==> config.mk <==
export PLATFORM = sky130hd
export DESIGN_NAME = ptc_top
export DESIGN_NICKNAME = d
export VERILOG_FILES = /design/src/rtl/ptc_pkg.sv /design/src/rtl/ptc_match.sv /design/src/rtl/ptc_plru.sv /design/src/rtl/ptc_top.sv
export SDC_FILE = /design/constraint.sdc
export NUM_CORES = 2
export LEC_CHECK = 0
export ABC_AREA = 1
export CORE_MARGIN = 2
export CORE_UTILIZATION = 35
export DETAILED_ROUTE_END_ITERATION = 16
export GPL_TIMING_DRIVEN = 0
export HOLD_SLACK_MARGIN = 0.06
export PLACE_DENSITY = 0.49
export SLEW_MARGIN = 5
export SYNTH_ARGS = -nofsm -noshare
export SYNTH_HDL_FRONTEND = slang
export SYNTH_SLANG_ARGS = --single-unit
export TNS_END_PERCENT = 5
==> constraint.sdc <==
create_clock -name clk -period 9.1 [get_ports clk]
set_input_delay 1.82 -clock clk [delete_from_list [all_inputs] [get_ports clk]]
set_output_delay 1.82 -clock clk [all_outputs]
set_load 0.02 [all_outputs]
==> src/rtl/ptc_pkg.sv <==
package ptc_pkg;
  typedef struct packed {
    logic user;
    logic write;
    logic dirty;
  } ptc_perm_t;
endpackage

==> src/rtl/ptc_match.sv <==
module ptc_match #(
  parameter int WAYS  = 4,
  parameter int TAG_W = 17,
  localparam int WIDX = $clog2(WAYS)
) (
  input  logic [WAYS-1:0]            valid,
  input  logic [WAYS-1:0][TAG_W-1:0] tags,
  input  logic [TAG_W-1:0]           tag,
  output logic [WAYS-1:0]            hit_vec,
  output logic [WIDX-1:0]            hit_way,
  output logic                       hit_any
);
  for (genvar w = 0; w < WAYS; w++) begin : g_cmp
    assign hit_vec[w] = valid[w] && (tags[w] == tag);
  end

  always_comb begin
    hit_way = '0;
    for (int w = 0; w < WAYS; w++) begin
      if (hit_vec[w]) hit_way = WIDX'(w);
    end
  end

  assign hit_any = |hit_vec;
endmodule

==> src/rtl/ptc_plru.sv <==
module ptc_plru #(
  parameter int WAYS  = 4,
  localparam int WIDX = $clog2(WAYS)
) (
  input  logic            clk,
  input  logic            rst_n,
  input  logic            clr,
  input  logic            acc_en,
  input  logic [WIDX-1:0] acc_way,
  output logic [WIDX-1:0] victim
);
  // tree nodes in heap order: node 1 is the root, children of n are 2n and 2n+1
  logic [WAYS-1:1] tree_q, tree_d;
  logic            tree_en;
  logic [WIDX:0]   leaf;
  logic [WIDX:0]   node;

  assign leaf    = {1'b1, acc_way};
  assign tree_en = clr || acc_en;

  always_comb begin
    tree_d = tree_q;
    if (clr) begin
      tree_d = '0;
    end else if (acc_en) begin
      for (int l = 0; l < WIDX; l++) begin
        tree_d[int'(leaf >> (WIDX - l))] = ~leaf[WIDX-1-l];
      end
    end
  end

  always_comb begin
    node = (WIDX+1)'(1);
    for (int l = 0; l < WIDX; l++) begin
      node = {node[WIDX-1:0], tree_q[int'(node)]};
    end
    victim = node[WIDX-1:0];
  end

  always_ff @(posedge clk or negedge rst_n) begin
    if (!rst_n)       tree_q <= '0;
    else if (tree_en) tree_q <= tree_d;
  end

  p_victim_moves_r8: assert property (@(posedge clk) disable iff (!rst_n)
    (acc_en && !clr) |=> (victim != $past(acc_way)));
endmodule

==> src/rtl/ptc_top.sv <==
module ptc_top
  import ptc_pkg::*;
#(
  parameter int SETS  = 8,
  parameter int WAYS  = 4,
  parameter int VA_W  = 32,
  parameter int OFS_W = 12,
  parameter int PFN_W = 20,
  localparam int VPN_W = VA_W - OFS_W,
  localparam int PA_W  = PFN_W + OFS_W,
  localparam int SIDX  = $clog2(SETS),
  localparam int WIDX  = $clog2(WAYS),
  localparam int TAG_W = VPN_W - SIDX
) (
  input  logic             clk,
  input  logic             rst_n,
  input  logic             lkp_req,
  input  logic [VA_W-1:0]  lkp_addr,
  output logic             lkp_hit,
  output logic [PA_W-1:0]  lkp_paddr,
  output logic             lkp_user,
  output logic             lkp_write,
  output logic             lkp_dirty,
  input  logic             fill_req,
  input  logic [VPN_W-1:0] fill_vpn,
  input  logic [PFN_W-1:0] fill_pfn,
  input  logic             fill_user,
  input  logic             fill_write,
  input  logic             fill_dirty,
  input  logic             flush
);
  // storage: valid bits reset, payload written only on fill
  logic [SETS-1:0][WAYS-1:0]            valid_q, valid_d;
  logic                                 valid_en;
  logic [SETS-1:0][WAYS-1:0][TAG_W-1:0] tag_q;
  logic [SETS-1:0][WAYS-1:0][PFN_W-1:0] pfn_q;
  ptc_perm_t [SETS-1:0][WAYS-1:0]       perm_q;

  // lookup side
  logic [VPN_W-1:0] lk_vpn;
  logic [SIDX-1:0]  lk_set;
  logic [TAG_W-1:0] lk_tag;
  logic [WAYS-1:0]  lk_vec;
  logic [WIDX-1:0]  lk_way;
  logic             lk_any, lk_go;
  ptc_perm_t        lk_perm;

  assign lk_vpn = lkp_addr[VA_W-1:OFS_W];
  assign lk_set = lk_vpn[SIDX-1:0];
  assign lk_tag = lk_vpn[VPN_W-1:SIDX];

  ptc_match #(.WAYS(WAYS), .TAG_W(TAG_W)) u_lk_match (
    .valid   (valid_q[lk_set]),
    .tags    (tag_q[lk_set]),
    .tag     (lk_tag),
    .hit_vec (lk_vec),
    .hit_way (lk_way),
    .hit_any (lk_any)
  );

  assign lk_go     = lkp_req && !flush && lk_any;
  assign lk_perm   = perm_q[lk_set][lk_way];
  assign lkp_hit   = lk_go;
  assign lkp_paddr = lk_go ? {pfn_q[lk_set][lk_way], lkp_addr[OFS_W-1:0]} : '0;
  assign lkp_user  = lk_go && lk_perm.user;
  assign lkp_write = lk_go && lk_perm.write;
  assign lkp_dirty = lk_go && lk_perm.dirty;

  // fill side
  logic [SIDX-1:0]  fl_set;
  logic [TAG_W-1:0] fl_tag;
  logic [WAYS-1:0]  fl_vec;
  logic [WIDX-1:0]  fl_mway, fl_iway, fl_way;
  logic             fl_any, fl_inv, fl_go;
  logic [SETS-1:0][WIDX-1:0] vict;

  assign fl_set = fill_vpn[SIDX-1:0];
  assign fl_tag = fill_vpn[VPN_W-1:SIDX];
  assign fl_go  = fill_req && !flush;

  ptc_match #(.WAYS(WAYS), .TAG_W(TAG_W)) u_fl_match (
    .valid   (valid_q[fl_set]),
    .tags    (tag_q[fl_set]),
    .tag     (fl_tag),
    .hit_vec (fl_vec),
    .hit_way (fl_mway),
    .hit_any (fl_any)
  );

  always_comb begin
    fl_iway = '0;
    fl_inv  = 1'b0;
    for (int w = WAYS - 1; w >= 0; w--) begin
      if (!valid_q[fl_set][w]) begin
        fl_iway = WIDX'(w);
        fl_inv  = 1'b1;
      end
    end
  end

  assign fl_way = fl_any ? fl_mway : (fl_inv ? fl_iway : vict[fl_set]);

  // replacement trees, one per set; fill owns the update on a set collision
  logic [SETS-1:0]           acc_en;
  logic [SETS-1:0][WIDX-1:0] acc_way;

  always_comb begin
    for (int s = 0; s < SETS; s++) begin
      acc_en[s]  = (fl_go && fl_set == SIDX'(s)) || (lk_go && lk_set == SIDX'(s));
      acc_way[s] = (fl_go && fl_set == SIDX'(s)) ? fl_way : lk_way;
    end
  end

  for (genvar s = 0; s < SETS; s++) begin : g_set
    ptc_plru #(.WAYS(WAYS)) u_plru (
      .clk     (clk),
      .rst_n   (rst_n),
      .clr     (flush),
      .acc_en  (acc_en[s]),
      .acc_way (acc_way[s]),
      .victim  (vict[s])
    );
  end

  // valid next state
  assign valid_en = flush || fl_go;

  always_comb begin
    valid_d = valid_q;
    if (flush)      valid_d = '0;
    else if (fl_go) valid_d[fl_set][fl_way] = 1'b1;
  end

  always_ff @(posedge clk or negedge rst_n) begin
    if (!rst_n)        valid_q <= '0;
    else if (valid_en) valid_q <= valid_d;
  end

  always_ff @(posedge clk) begin
    if (fl_go) begin
      tag_q[fl_set][fl_way]  <= fl_tag;
      pfn_q[fl_set][fl_way]  <= fill_pfn;
      perm_q[fl_set][fl_way] <= '{user: fill_user, write: fill_write, dirty: fill_dirty};
    end
  end

  // assertions
  p_single_match_r6: assert property (@(posedge clk) disable iff (!rst_n)
    lkp_req |-> $onehot0(lk_vec));

  p_fill_single_match_r6: assert property (@(posedge clk) disable iff (!rst_n)
    fill_req |-> $onehot0(fl_vec));

  p_flush_empties_r9: assert property (@(posedge clk) disable iff (!rst_n)
    flush |=> !lkp_hit);

  p_fill_visible_r5: assert property (@(posedge clk) disable iff (!rst_n)
    fl_go |=> (!(lkp_req && !flush && lk_vpn == $past(fill_vpn)) || lkp_hit));

  p_offset_kept_r3: assert property (@(posedge clk) disable iff (!rst_n)
    lkp_hit |-> (lkp_paddr[OFS_W-1:0] == lkp_addr[OFS_W-1:0]));
endmodule

==> run summary <==
status - finished, violations left
violated checks - capacitance limit, slew limit
largest net degree at the start of global routing - 57
GPL Wtd Cong - 1.00
Yosys cell types - 37
number of synthesized register bits - 1336
TNS Setup - 0 ps
Fin. Hold Viols - 0
Port Buffers - 106
RSZ-0062 raised after global routing - no
Post-Synth Simple-Gate Area - 20.6%
top post-synthesis cells by count - nand2_1, edfxtp_1, nor2_1
post-synthesis adder-cell area fraction - 0%
period utilization - 99.4%
CTS H-tree depth - 4
Final setup violation count - 0
hold path start - g_set[0].u_plru.tree_q[2]$_DFFE_PN0P_
drt total wl - 276000 um
TritonCTS Buffers - 149
Post-Synthesis Cells - 5936
initial DRC count - 7073
Syn-to-layout area delta - 16.3%
setup bufs post-CTS - 0
Worst R2R Setup Slack - 4450 ps
Synth Area in XOR/XNOR - 0.0291%
ys async rst share - 4.19%
Reg clk slew, reported paths - 60 ps
worst path cell trace - buf_2, clkdlybuf4s15_2, clkdlybuf4s15_1, nand3_1, nand3_1, o21ai_0, nor4_1, nand4_1, nand2_1, nor2_1, nor2_4, buf_4, nand2_1, nor2_1, clkdlybuf4s50_1
CTS Sinks - 1336
layout cells sized above 1 - 8.31%
slowest stage cell, crit path - clkdlybuf4s15_1
DR vias - 49500
Finished Layout Cells - 8676
largest family of logic cells by synthesized area - simple AND/OR/NAND/NOR gates
crit path buf inv count - 5
CTS tree - built
Worst setup EP type - output port
Mapped Area - 60300 um2
Root Driver - clkbuf_16
Critical Path RT - 7280 ps
Core Region - 171000 um2
die width - 419 um
Clock Tree Buf Depth - 3
# rows - 152
initial antenna violation count - 24
HPWL after DPL - 185000 um
hold buffers post-CTS - 0
DRC Markers - 0
number of synthesized flops with an enable pin - 1280
crit path DAT - 7230 ps
Leakage - 26.5 nW
vias per inst - 5.71
placed cell count - 8405
post-synthesis sequential area ratio - 66.1%
Synth top area share - 63.8%
Final min period - 9050 ps
MaxCap Viol Count - 3
FF-to-FF Start - valid_q[6]$_DFFE_PN0P_
worst slack at placement - -328 ps
critical path peak fanout - 10
post-synthesis mux area share - 0%
worst slew pin tran - 1560 ps
Routed WL per cell - 31.9 um
crit path launch - lkp_addr[14]
vias in the first global route - 45900
Warnings, synthesis - 0
worst setup path class - primary input to output port
first-pass GRT wire length - 371000 um
total power - 14.1 mW
Worst Slack Setup Final - 53.9 ps
Startpoint Class - primary input
Syn Area/Cell - 10.2 um2
Pwr per Cell Area - 201 nW/um2
io pins - 116
Tot GR Track Use - 30.9%
top post-synthesis cells by area - edfxtp_1, nand2_1, nand3_1
Post-Syn Nets - 6016
Max stage delay on crit path - 820 ps
die area - 176000 um2
clk_lat worst skew - 820 ps
Highest Clock Rate - 0.111 GHz
Filler cells - 16700
count leader, synth - nand2_1
initial core utilization - 35.2%
nets@finish - 6326
global route overflow - 0
Routed Antenna Nets - 0
Reg area - 39800 um2
Setup Skew - 50.3 ps
Compound-Gate Fraction of Synth Area - 8.37%
final slew viol count - 33
Primary FF master, synth - edfxtp_1
area of the multi-input gates - 17600 um2
Worst slew margin - -4.29%
Synth area leader - edfxtp_1
Min-Delay Path Class - flop to flop
die height - 419 um
Top Family by Delay on Critical Path - buffers and inverters
first drt pass iteration count - 7
Max IR drop VDD - 0.172 mV
==> layout by cell type, fill, tap and decap left out, types with 144 or more instances in the layout <==
cell type,Yosys,routed
nand2_1,1886,1886
o21ai_0,329,329
clkbuf_1,114,144
clkbuf_16,0,151
nor2_1,511,492
edfxtp_1,1280,1280
nand3_1,473,473
inv_1,340,327
o22ai_1,378,378
buf_2,114,153
==> power by group <==
| part | switching, mW | internal [mW] | total (mW) | leakage [nW] |
|---|---|---|---|---|
| logic | 1.03 | 0.292 | 1.32 | 12.0 |
| registers | 0.0125 | 6.77 | 6.78 | 12.3 |
| clock network | 2.61 | 3.35 | 5.96 | 2.27 |
==> layer usage <==
metal | GRT usage [%] | routed length (um)
met4 | 17.6 | 18000
met5 | 0 | 81
met2 | 48.2 | 123000
met3 | 6.24 | 27200
met1 | 40.0 | 108000
==> worst register-to-register path: stages (launching register included) <==
cell	delay, ps
dfrtp_1	420
nand2_1	70
o21ai_0	80
nand2_1	90
nand2_1	120
nand2_1	60
nand2_1	440
nand2_1	150
nor2_1	130
nand2_1	70
nor2_1	190
nand3_1	350
a21oi_1	440
nand2_1	130
buf_2	220
buf_2	300
nor2_4	750
buf_12	300
==> worst paths after layout <==
kind / endpoint / depth (start not counted)
max: lkp_paddr[27] / 15
min: g_set[0].u_plru.tree_q[2]$_DFFE_PN0P_ / 2
max reg2reg: pfn_q[254]$_DFFE_PP_ / 17
min reg2reg: g_set[0].u_plru.tree_q[2]$_DFFE_PN0P_ / 2
max in group asynchronous: valid_q[11]$_DFFE_PN0P_ / 1
min in group asynchronous: g_set[3].u_plru.tree_q[2]$_DFFE_PN0P_ / 1
==> what timing repair did <==
action | CTS | global route
setup endpoints to repair | 10 | 6
pin swaps | 0 | 0
cloned | 0 | 0
resized for setup | 14 | 1
==> stage by stage <==
step	instance area [um2]	hold slack, ps	util, %
after floorplan	60300	444	-
after global placement	64200	463	37.5
final	70100	480	40.9
after global routing	70100	495	40.9
after detailed placement	65400	467	38.2
after CTS	70100	480	40.9
==> sequential cells by signal (all words and copies together), names as in the netlist <==
| name | count |
|---|---|
| pfn_q | 640 |
| tag_q | 544 |
| perm_q | 96 |
| valid_q | 32 |
| g_set.u_plru.tree_q | 24 |
==> area by class of cell <==
class	instances	share of cell area [%]
sequential	1336	56.8
inverter	352	1.95
multi-input combinational	3924	25.1
timing repair buffer	159	2.83
clock inverter	74	1.05
buffer	324	2.40
tap	2310	4.12
antenna	10	0.0357
clock buffer	187	5.64
==> logic make-up after synthesis <==
kind of cell / Yosys count
AND/OR/NAND/NOR: 3023
flip-flops: 1336
AO/OA/AOI/OAI: 899
buffers and inverters: 676
XOR/XNOR: 2
Note: power is estimated with default switching activity, not from simulation.
